[config.mk]
export PLATFORM = sky130hd
export DESIGN_NAME = adc_pair_capture
export DESIGN_NICKNAME = d
export VERILOG_FILES = /design/src/rtl/adc_cap_pkg.sv /design/src/rtl/adc_sck_gen.sv /design/src/rtl/adc_frame_deser.sv /design/src/rtl/adc_seq_ctrl.sv /design/src/rtl/adc_pair_capture.sv
export SDC_FILE = /design/constraint.sdc
export NUM_CORES = 1
export LEC_CHECK = 0
export BUFFER_PORTS_ARGS = -buffer_cell sky130_fd_sc_hd__buf_2
export CAP_MARGIN = 5
export CORE_MARGIN = 5
export CORE_UTILIZATION = 57
export DETAILED_ROUTE_END_ITERATION = 6
export PLACE_DENSITY_LB_ADDON = 0.12
export SYNTH_ARGS = -nofsm -noshare
export SYNTH_HDL_FRONTEND = slang
export SYNTH_SLANG_ARGS = --single-unit
[constraint.sdc]
create_clock -name clk -period 3.25 [get_ports clk]
set_input_delay 0.1625 -clock clk [delete_from_list [all_inputs] [get_ports clk]]
set_output_delay 0.1625 -clock clk [all_outputs]
set_load 0.01 [all_outputs]
[src/rtl/adc_cap_pkg.sv]
package adc_cap_pkg;

    typedef enum logic [2:0] {
        ST_IDLE,
        ST_CONV,
        ST_SHIFT,
        ST_DONE,
        ST_PD_HI,
        ST_PD_LO,
        ST_WAKE
    } seq_state_t;

    typedef enum logic [1:0] {
        PM_AWAKE = 2'd0,
        PM_NAP   = 2'd1,
        PM_SLEEP = 2'd2
    } pmode_t;

    localparam logic [1:0] CMD_NAP   = 2'd1;
    localparam logic [1:0] CMD_SLEEP = 2'd2;
    localparam logic [1:0] CMD_WAKE  = 2'd3;

    localparam int FRAME_BITS = 32;
    localparam int HALF_BITS  = 16;
    localparam int NAP_PULSES = 2;

endpackage

[src/rtl/adc_sck_gen.sv]
module adc_sck_gen #(
    parameter int SCK_HALF = 2
) (
    input  logic clk,
    input  logic rst_n,
    input  logic run,
    output logic sck,
    output logic sample,
    output logic fall
);
    localparam int HALF_EFF = (SCK_HALF < 2) ? 2 : SCK_HALF;
    localparam int CW       = $clog2(HALF_EFF);

    logic [CW-1:0] div_cnt;
    logic          sck_r;
    logic          rise_d;
    logic          wrap;

    assign wrap = run && (div_cnt == CW'(HALF_EFF - 1));

    always_ff @(posedge clk) begin
        if (!rst_n) begin
            div_cnt <= '0;
            sck_r   <= 1'b0;
            rise_d  <= 1'b0;
        end else begin
            if (!run || wrap) div_cnt <= '0;
            else              div_cnt <= div_cnt + 1'b1;

            if (!run)      sck_r <= 1'b0;
            else if (wrap) sck_r <= ~sck_r;

            rise_d <= wrap && !sck_r;
        end
    end

    assign sck    = sck_r;
    assign sample = rise_d;
    assign fall   = wrap && sck_r;

endmodule

[src/rtl/adc_frame_deser.sv]
module adc_frame_deser
    import adc_cap_pkg::*;
#(
    parameter int RES_W     = 14,
    parameter int FIRST_BIT = 1
) (
    input  logic             clk,
    input  logic             rst_n,
    input  logic             clear,
    input  logic             sample,
    input  logic             sdo,
    output logic             full,
    output logic [RES_W-1:0] word0,
    output logic [RES_W-1:0] word1
);
    localparam int BCW  = $clog2(FRAME_BITS + 1);
    localparam int HPOS = $clog2(HALF_BITS);

    logic [BCW-1:0]  bit_cnt;
    logic [HPOS-1:0] pos;
    logic            half;
    logic            in_win;
    logic [RES_W-1:0] sh [2];

    assign pos    = bit_cnt[HPOS-1:0];
    assign half   = bit_cnt[HPOS];
    assign in_win = (int'(pos) >= FIRST_BIT) && (int'(pos) < FIRST_BIT + RES_W);
    assign full   = (bit_cnt == BCW'(FRAME_BITS));

    always_ff @(posedge clk) begin
        if (!rst_n || clear)      bit_cnt <= '0;
        else if (sample && !full) bit_cnt <= bit_cnt + 1'b1;
    end

    for (genvar c = 0; c < 2; c++) begin : g_ch
        always_ff @(posedge clk) begin
            if (!rst_n || clear)
                sh[c] <= '0;
            else if (sample && !full && in_win && (half == 1'(c)))
                sh[c] <= {sh[c][RES_W-2:0], sdo};
        end
    end

    assign word0 = sh[0];
    assign word1 = sh[1];

endmodule

[src/rtl/adc_seq_ctrl.sv]
module adc_seq_ctrl
    import adc_cap_pkg::*;
#(
    parameter int CONV_HI      = 2,
    parameter int SLEEP_PULSES = 4
) (
    input  logic       clk,
    input  logic       rst_n,
    input  logic       start_req,
    input  logic       cmd_valid,
    input  logic [1:0] cmd_code,
    input  logic       frame_end,
    input  logic       sck_fall,
    output logic       conv,
    output logic       sck_run,
    output logic       clr_frame,
    output logic       in_frame,
    output logic       busy,
    output logic       done,
    output logic       data_ok,
    output logic [1:0] pwr_mode
);
    localparam int HI_EFF  = (CONV_HI < 1) ? 1 : CONV_HI;
    localparam int SLP_EFF = (SLEEP_PULSES < 4) ? 4 : SLEEP_PULSES;
    localparam int CNT_W   = $clog2(HI_EFF + 1);
    localparam int PLS_W   = $clog2(SLP_EFF + 1);

    seq_state_t       state, state_nx;
    pmode_t           mode, mode_tgt;
    logic [CNT_W-1:0] cnt;
    logic [PLS_W-1:0] pulse_cnt, pulse_tgt;
    logic             stale, ok_r;
    logic             phase_end, last_pulse;
    logic             acc_start, acc_nap, acc_sleep, acc_wake;

    assign phase_end  = (cnt == CNT_W'(HI_EFF - 1));
    assign last_pulse = (pulse_cnt == pulse_tgt - PLS_W'(1));

    assign acc_start = start_req && (mode == PM_AWAKE);
    assign acc_nap   = cmd_valid && (cmd_code == CMD_NAP)   && (mode == PM_AWAKE);
    assign acc_sleep = cmd_valid && (cmd_code == CMD_SLEEP) && (mode == PM_AWAKE);
    assign acc_wake  = cmd_valid && (cmd_code == CMD_WAKE)  && (mode != PM_AWAKE);

    // next-state logic
    always_comb begin
        state_nx = state;
        unique case (state)
            ST_IDLE: begin
                if (acc_start)                  state_nx = ST_CONV;
                else if (acc_nap || acc_sleep)  state_nx = ST_PD_HI;
                else if (acc_wake)              state_nx = ST_WAKE;
            end
            ST_CONV:  if (phase_end) state_nx = ST_SHIFT;
            ST_SHIFT: if (frame_end) state_nx = ST_DONE;
            ST_DONE:  state_nx = ST_IDLE;
            ST_PD_HI: if (phase_end) state_nx = ST_PD_LO;
            ST_PD_LO: begin
                if (phase_end) state_nx = last_pulse ? ST_IDLE : ST_PD_HI;
            end
            ST_WAKE:  if (sck_fall) state_nx = ST_IDLE;
            default:  state_nx = ST_IDLE;
        endcase
    end

    // state register and sequencing registers
    always_ff @(posedge clk) begin
        if (!rst_n) begin
            state     <= ST_IDLE;
            mode      <= PM_AWAKE;
            mode_tgt  <= PM_AWAKE;
            cnt       <= '0;
            pulse_cnt <= '0;
            pulse_tgt <= '0;
            stale     <= 1'b1;
            ok_r      <= 1'b0;
        end else begin
            state <= state_nx;

            if (state_nx != state)
                cnt <= '0;
            else if (state == ST_CONV || state == ST_PD_HI || state == ST_PD_LO)
                cnt <= cnt + 1'b1;

            if (state == ST_IDLE && state_nx == ST_PD_HI) begin
                pulse_cnt <= '0;
                pulse_tgt <= acc_nap ? PLS_W'(NAP_PULSES) : PLS_W'(SLP_EFF);
                mode_tgt  <= acc_nap ? PM_NAP : PM_SLEEP;
            end else if (state == ST_PD_LO && state_nx == ST_PD_HI) begin
                pulse_cnt <= pulse_cnt + 1'b1;
            end

            if (state == ST_PD_LO && state_nx == ST_IDLE) mode <= mode_tgt;
            if (state == ST_WAKE && state_nx == ST_IDLE) begin
                mode  <= PM_AWAKE;
                stale <= 1'b1;
            end

            if (state == ST_SHIFT && state_nx == ST_DONE) begin
                ok_r  <= !stale;
                stale <= 1'b0;
            end
        end
    end

    // outputs
    always_comb begin
        conv      = 1'b0;
        sck_run   = 1'b0;
        clr_frame = 1'b0;
        in_frame  = 1'b0;
        busy      = 1'b1;
        done      = 1'b0;
        unique case (state)
            ST_IDLE:  busy = 1'b0;
            ST_CONV: begin
                conv      = 1'b1;
                clr_frame = 1'b1;
            end
            ST_SHIFT: begin
                sck_run  = 1'b1;
                in_frame = 1'b1;
            end
            ST_DONE: begin
                busy = 1'b0;
                done = 1'b1;
            end
            ST_PD_HI: conv = 1'b1;
            ST_PD_LO: conv = 1'b0;
            ST_WAKE:  sck_run = 1'b1;
            default:  busy = 1'b0;
        endcase
    end

    assign data_ok  = done && ok_r;
    assign pwr_mode = mode;

endmodule

[src/rtl/adc_pair_capture.sv]
module adc_pair_capture
    import adc_cap_pkg::*;
#(
    parameter int RES_W        = 14,
    parameter int SCK_HALF     = 2,
    parameter int CONV_HI      = 2,
    parameter int FIRST_BIT    = 1,
    parameter int SLEEP_PULSES = 4
) (
    input  logic             clk,
    input  logic             rst_n,
    input  logic             start_req,
    input  logic             cmd_valid,
    input  logic [1:0]       cmd_code,
    output logic             adc_conv_o,
    output logic             adc_sck_o,
    input  logic             adc_sdo_i,
    output logic             busy_o,
    output logic             done_o,
    output logic             data_ok_o,
    output logic [RES_W-1:0] ch0_o,
    output logic [RES_W-1:0] ch1_o,
    output logic [1:0]       pwr_mode_o
);
    logic sck_run, sck_sample, sck_fall;
    logic clr_frame, in_frame, frame_full, frame_end;
    logic [RES_W-1:0] w0, w1;
    logic [RES_W-1:0] hold0, hold1;

    assign frame_end = in_frame && sck_fall && frame_full;

    adc_seq_ctrl #(
        .CONV_HI      (CONV_HI),
        .SLEEP_PULSES (SLEEP_PULSES)
    ) u_seq (
        .clk       (clk),
        .rst_n     (rst_n),
        .start_req (start_req),
        .cmd_valid (cmd_valid),
        .cmd_code  (cmd_code),
        .frame_end (frame_end),
        .sck_fall  (sck_fall),
        .conv      (adc_conv_o),
        .sck_run   (sck_run),
        .clr_frame (clr_frame),
        .in_frame  (in_frame),
        .busy      (busy_o),
        .done      (done_o),
        .data_ok   (data_ok_o),
        .pwr_mode  (pwr_mode_o)
    );

    adc_sck_gen #(
        .SCK_HALF (SCK_HALF)
    ) u_sck (
        .clk    (clk),
        .rst_n  (rst_n),
        .run    (sck_run),
        .sck    (adc_sck_o),
        .sample (sck_sample),
        .fall   (sck_fall)
    );

    adc_frame_deser #(
        .RES_W     (RES_W),
        .FIRST_BIT (FIRST_BIT)
    ) u_deser (
        .clk    (clk),
        .rst_n  (rst_n),
        .clear  (clr_frame),
        .sample (sck_sample && in_frame),
        .sdo    (adc_sdo_i),
        .full   (frame_full),
        .word0  (w0),
        .word1  (w1)
    );

    always_ff @(posedge clk) begin
        if (!rst_n) begin
            hold0 <= '0;
            hold1 <= '0;
        end else if (frame_end) begin
            hold0 <= w0;
            hold1 <= w1;
        end
    end

    assign ch0_o = hold0;
    assign ch1_o = hold1;

endmodule

==> results of run 1 <==
-- area by class of cell --
| class | count | area [µm²] |
|---|---|---|
| Clock inverter | 4 | 76.3 |
| Clock buffer | 12 | 155 |
| Timing Repair Buffer | 46 | 243 |
| Inverter | 8 | 30.0 |
| Tap cell | 72 | 90.1 |
| Fill cell | 450 | 1750 |
| Multi-Input combinational cell | 240 | 1370 |
| Sequential cell | 79 | 1860 |
-- cells in the final DEF, fill, tap and decap left out, drive strengths merged, types with 2 or more instances in the layout --
cell type  count
and2          33
mux2i          2
clkbuf        12
nor2          21
edfxtp        28
xor2           2
nand4          8
dfxtp         51
nor2b          5
bufinv         2
xnor2          7
nand2         69
nand3          5
or2            2
buf           46
nand4b         2
nor3           2
nor3b          2
and4           2
inv            8
ha             5
nand2b         5
a211oi         2
o22ai          3
o21ai          6
a21oi         37
and3           2
-- critical path, delay by kind of cell, from the launching register on --
family	cells	cell delay (ns)
buf+inv	1	0.07
fa+ha+maj	1	0.20
compound gates	1	0.60
flops	1	0.44
simple gates	4	1.14
-- power groups by stage --
stage | clock network (mW) | registers (mW) | logic (mW)
6_report | 0.833 | 1.10 | 0.141
5_1_grt | 0.891 | 1.10 | 0.158
4_1_cts | 0.847 | 1.10 | 0.141
3_3_place_gp | 0 | 1.12 | 0.138
2_1_floorplan | 0 | 1.10 | 0.110
3_5_place_dp | 0 | 1.12 | 0.140
-- path summary, 6_finish.rpt --
kind / startpoint / to / slack, ns / depth (start not counted)
setup / recovery: u_deser.bit_cnt[0] / u_deser.sh[0][12] / 0.67 / 7
hold / removal: adc_sdo_i / u_deser.sh[0][0] / 0.12 / 2
setup reg to reg: u_deser.bit_cnt[0] / u_deser.sh[0][12] / 0.67 / 7
hold reg to reg: ch1_o[3] / ch1_o[3] / 0.45 / 2
-- cells in the mapped netlist, drive strengths merged (3+ instances only) --
| master | count |
|---|---|
| buf | 5 |
| nand4 | 8 |
| dfxtp | 51 |
| clkbuf | 10 |
| xnor2 | 7 |
| nand3 | 5 |
| nor2b | 5 |
| ha | 5 |
| nand2 | 69 |
| o21ai | 6 |
| nor2 | 21 |
| inv | 7 |
| o22ai | 3 |
| and2 | 33 |
| edfxtp | 28 |
| nand2b | 5 |
| a21oi | 37 |
-- layer usage --
metal  track usage, %  vias to the layer above  routed length (µm)
met5                0                        -                   0
li1                 -                     1258                   -
met4             9.49                        0                 124
met3             4.09                       11                 346
met1             24.9                     1160                3140
met2             30.0                       53                2990
-- state kept, by name, indices dropped and copies added (netlist names) --
name             count
u_deser.sh          28
u_sck.div_cnt        1
u_sck.sample         1
u_seq.state          3
u_seq.ok_r           1
u_deser.bit_cnt      6
u_seq.pwr_mode       2
ch1_o               14
u_sck.sck            1
u_seq.pulse_cnt      3
u_seq.cnt            2
ch0_o               14
u_seq.mode_tgt       2
u_seq.stale          1
-- kinds of logic (layout without fill, tap and decap cells) --
logic type	count (synthesis)	after routing	share of synthesized area (%)
AO/OA/AOI/OAI	58	58	10.7
XOR/XNOR	9	9	2.37
adder cells (fa/ha/maj)	5	5	1.88
buffers and inverters	23	70	2.86
flip-flops	79	79	56.0
multiplexers	3	3	0.941
AND/OR/NAND/NOR	165	165	25.2
-- metrics by stage --
| step | hold WS (ns) | util (%) | cell area, µm² | instances |
|---|---|---|---|---|
| after detailed placement | 0.445 | 64.5 | 3590 | 445 |
| final | 0.119 | 68.6 | 3820 | 461 |
| after floorplan | 0.346 | - | 3330 | 342 |
| after global routing | 0.135 | 68.6 | 3820 | 461 |
| after global placement | 0.439 | 64.5 | 3590 | 445 |
| after CTS | 0.107 | 68.6 | 3820 | 461 |
==> flow_summary.ini, run 1 <==
[clocking]
cts_tree = built
cts_hold_buf = 0
numCtsBuffers = 9
numClockSinks = 79
cts_resized = 0
cts-root-to-sink-buffers = 2
cts-root-buf = clkbuf_8
clk_latency_ns = 0.35
htree_levels = 3
clk_pin_slew_worst_paths_ns = 0.08
post_cts_buffers = 0

[synth]
async_flop_share_pct = 0
avgSynthCellArea_um2 = 9.72
ys_seq_area_share_pct = 56.0
synth_cells = 342
synthesis.area_um2 = 3330
ys_ff_latch = 79
synthFlopType = dfxtp_1
yosysTopAreaCellShare_pct = 30.7
synth-edff-count = 28
ys_types = 47
synthesis.nets = 354
yosys.area.top_type = dfxtp_1
ys_top_cells_by_area = dfxtp_1 (31%), edfxtp_1 (25%), nand2_1 (7.8%), and2_1 (6.2%), a21oi_1 (5.6%)
ys_warn_count = 0

[power]
p_sw_share_pct = 22.9
clockPowerShare_pct = 40.2
power.density_nw_per_um2 = 541
finalPower_mw = 2.07
p_int_mw = 1.59
p_sw_mw = 0.475
leakage_nw = 1.49
pwr-share-seq_pct = 53.0
comb_power_share_pct = 6.8
ir_drop_mv = 0.298

[flow_run]
maxCapViolCount = 0

[grt]
grt_first_pass_wirelength_mm = 11.3
grt_pass1_vias = 2392
antenna_found_initial = 0
grt_max_degree = 32
grt_overflow_total = 0
grt.total_usage_pct = 19.1

[status]
outcome = completed

[critical_path]
critPathArrivalTime_ns = 2.79
worstPathMaxFanout = 14
slowest_stage = a2111oi_4
crit_path_start_kind = flop
end_kind = flop
crit_type = reg2reg
required_ns = 3.47
slowest_delay_ns = 0.60
crit_path_cell_trace = inv_1 > ha_1 > nor4b_2 > a2111oi_4 > nand3_1 > nor3_2 > and2_1

[detailed_routing]
drt_pass1_iterations = 4
drc = 0
vias = 2482
wl_mm = 6.60
drt_iter0_markers = 91
vias_per_cell = 5.38
routedWlPerCell_um = 14.3
ant_nets = 0

[timing]
post-route-period-util_pct = 79.2
fmax_mhz = 388
rsz0062_at_grt = no
fin_ws_ns = 0.675
finalSetupViolCount = 0
setup_tns_ns = 0
hold_viol = 0
final_max_slew_viol_count = 0
finClkSkew_ns = 0.00497
relSlewSlack_pct = 57.7
worst_pin_slew_ns = 0.631
min_period_ns = 2.58

[placed_design]
place.gp.congestion = 0.847
port_buffers = 41
pre_cts_slack_ns = 0.724
dp_hpwl_mm = 4.49

[floorplanning]
io_pins = 42
rows = 27
core_area_um2 = 5570
die_y_um = 86.4
die_width_um = 86.4
initial_core_util_pct = 59.7
dieArea_um2 = 7460

[final_layout]
final_layout_size_suffix_gt1_share_pct = 18.0
fin_nets = 396
area_growth_pct = 15.0
n_antenna_cell = 0

[min_path]
hold_class = in2reg
(Power assumes the default switching activity.)
==> run 2, diff against run 1 <==
==> constraint.sdc (replaced) <==
create_clock -name clk -period 2.5 [get_ports clk]
set_input_delay 0.125 -clock clk [delete_from_list [all_inputs] [get_ports clk]]
set_output_delay 0.125 -clock clk [all_outputs]
set_load 0.01 [all_outputs]
==> flow_summary.ini, run 2 (synthesis gave the netlist of run 1 again) <==
[status]
outcome = completed

[floorplanning]
die_width_um = 86.4
dieArea_um2 = 7460
core_area_um2 = 5570
rows = 27
initial_core_util_pct = 59.7
die_y_um = 86.4
io_pins = 42

[critical_path]
end_kind = flop
slowest_delay_ns = 0.42
required_ns = 2.76
critPathArrivalTime_ns = 2.50
crit_family = simple AND/OR/NAND/NOR gates
crit_path_start_kind = flop
worst-path-buf-inv = 2
slowest_stage = dfxtp_1
worstPathMaxFanout = 6
crit_path_cell_trace = inv_1 > ha_1 > nor4b_2 > a2111oi_4 > buf_4 > nand4_1 > or3_1 > a21oi_1
crit_type = reg2reg

[detailed_routing]
dr_wl_met2_mm = 3.10
wl_mm = 6.41
drt_iter0_markers = 116
dr_wl_met3_um = 337
routedWlPerCell_um = 13.8
drt_pass1_iterations = 4
drc = 0
vias_per_cell = 5.37
met1_length_mm = 2.90
top_layer = met4
vias = 2498
ant_nets = 0

[final_layout]
n_fill_cell = 454
post-route-util_pct = 68.5
largest_reg_flops = 28
fin_nets = 400
final_cell_mix = nand2_1 (69), dfxtp_1 (51), buf_2 (41)
top_register = u_deser.sh
final_layout_size_suffix_gt1_share_pct = 19.1
design_area_um2 = 3820
n_antenna_cell = 0
area_growth_pct = 14.8
layout_commonest_cell = nand2_1
stdcell_count = 465

[power]
leakage_nw = 1.50
finalPower_mw = 2.51
ir_drop_mv = 0.411
power.density_nw_per_um2 = 657

[timing]
worst_pin_slew_ns = 0.576
rsz0062_at_grt = no
whs_ns = 0.0973
fin_ws_ns = 0.259
post-route-period-util_pct = 89.6
finClkSkew_ns = 0.00925
min_period_ns = 2.24
final_max_slew_viol_count = 0
fmax_mhz = 446
hold_viol = 0
setup_tns_ns = 0
finalSetupViolCount = 0
relSlewSlack_pct = 61.5

[clocking]
cts-root-to-sink-buffers = 2
numCtsBuffers = 9
cts-root-buf = clkbuf_8
cts_tree = built
htree_levels = 3
cts_hold_buf = 0
numClockSinks = 79
clk_latency_ns = 0.33
clk_pin_slew_worst_paths_ns = 0.08
post_cts_buffers = 0

[grt]
grt.total_usage_pct = 18.4
grt_max_degree = 32
antenna_found_initial = 0
grt_first_pass_wirelength_mm = 10.9
grt_pass1_vias = 2370
grt_overflow_total = 0

[flow_run]
maxCapViolCount = 0

[placed_design]
place_inst = 449
port_buffers = 41
dp_hpwl_mm = 4.45
place.gp.congestion = 0.856
pre_cts_slack_ns = 0.167
placement.cell_area_um2 = 3630

[min_path]
hold_class = in2reg
==> run 2: timing repair <==
| action | CTS | global route |
|---|---|---|
| endpoints found under the hold margin | 0 | 0 |
| endpoints found under the setup margin | 0 | 14 |
| gates resized for setup | 0 | 1 |
==> run 2: path summary, 6_finish.rpt <==
path | from | to | slack (ns) | cells after the start
setup / recovery | u_deser.bit_cnt[0] | u_deser.bit_cnt[5] | 0.26 | 8
hold reg to reg | ch0_o[6] | ch0_o[6] | 0.45 | 2
hold / removal | adc_sdo_i | u_deser.sh[0][0] | 0.1 | 2
setup reg to reg | u_deser.bit_cnt[0] | u_deser.bit_cnt[5] | 0.26 | 8
==> run 2: layer usage <==
layer / vias to the layer above / track usage [%]
li1: 1261 / -
met1: 1176 / 23.7
met2: 54 / 29.3
met3: 7 / 4.47
met4: 0 / 8.07
met5: - / 0
==> run 2: cell type report <==
class,count,area (µm²),share of cell area (%)
clock buffers,9,124,3.24
clock inverters,7,63.8,1.67
inverters,8,30.0,0.787
multi-input cells,240,1380,36.0
flip-flops and latches,79,1860,48.8
well taps,72,90.1,2.36
repair buffers,50,273,7.15
==> run 2: power by group <==
group          switching [mW]  leakage [nW]  internal [mW]
Clock                   0.442        0.0941          0.453
Combinational           0.120         0.692         0.0746
Sequential             0.0375         0.710           1.38
==> run 2: worst reg2reg max path: stages, from the launching register on <==
cell,delay [ns]
dfxtp_1,0.42
inv_1,0.07
ha_1,0.20
nor4b_2,0.19
a2111oi_4,0.41
buf_4,0.21
nand4_1,0.16
or3_1,0.37
a21oi_1,0.15
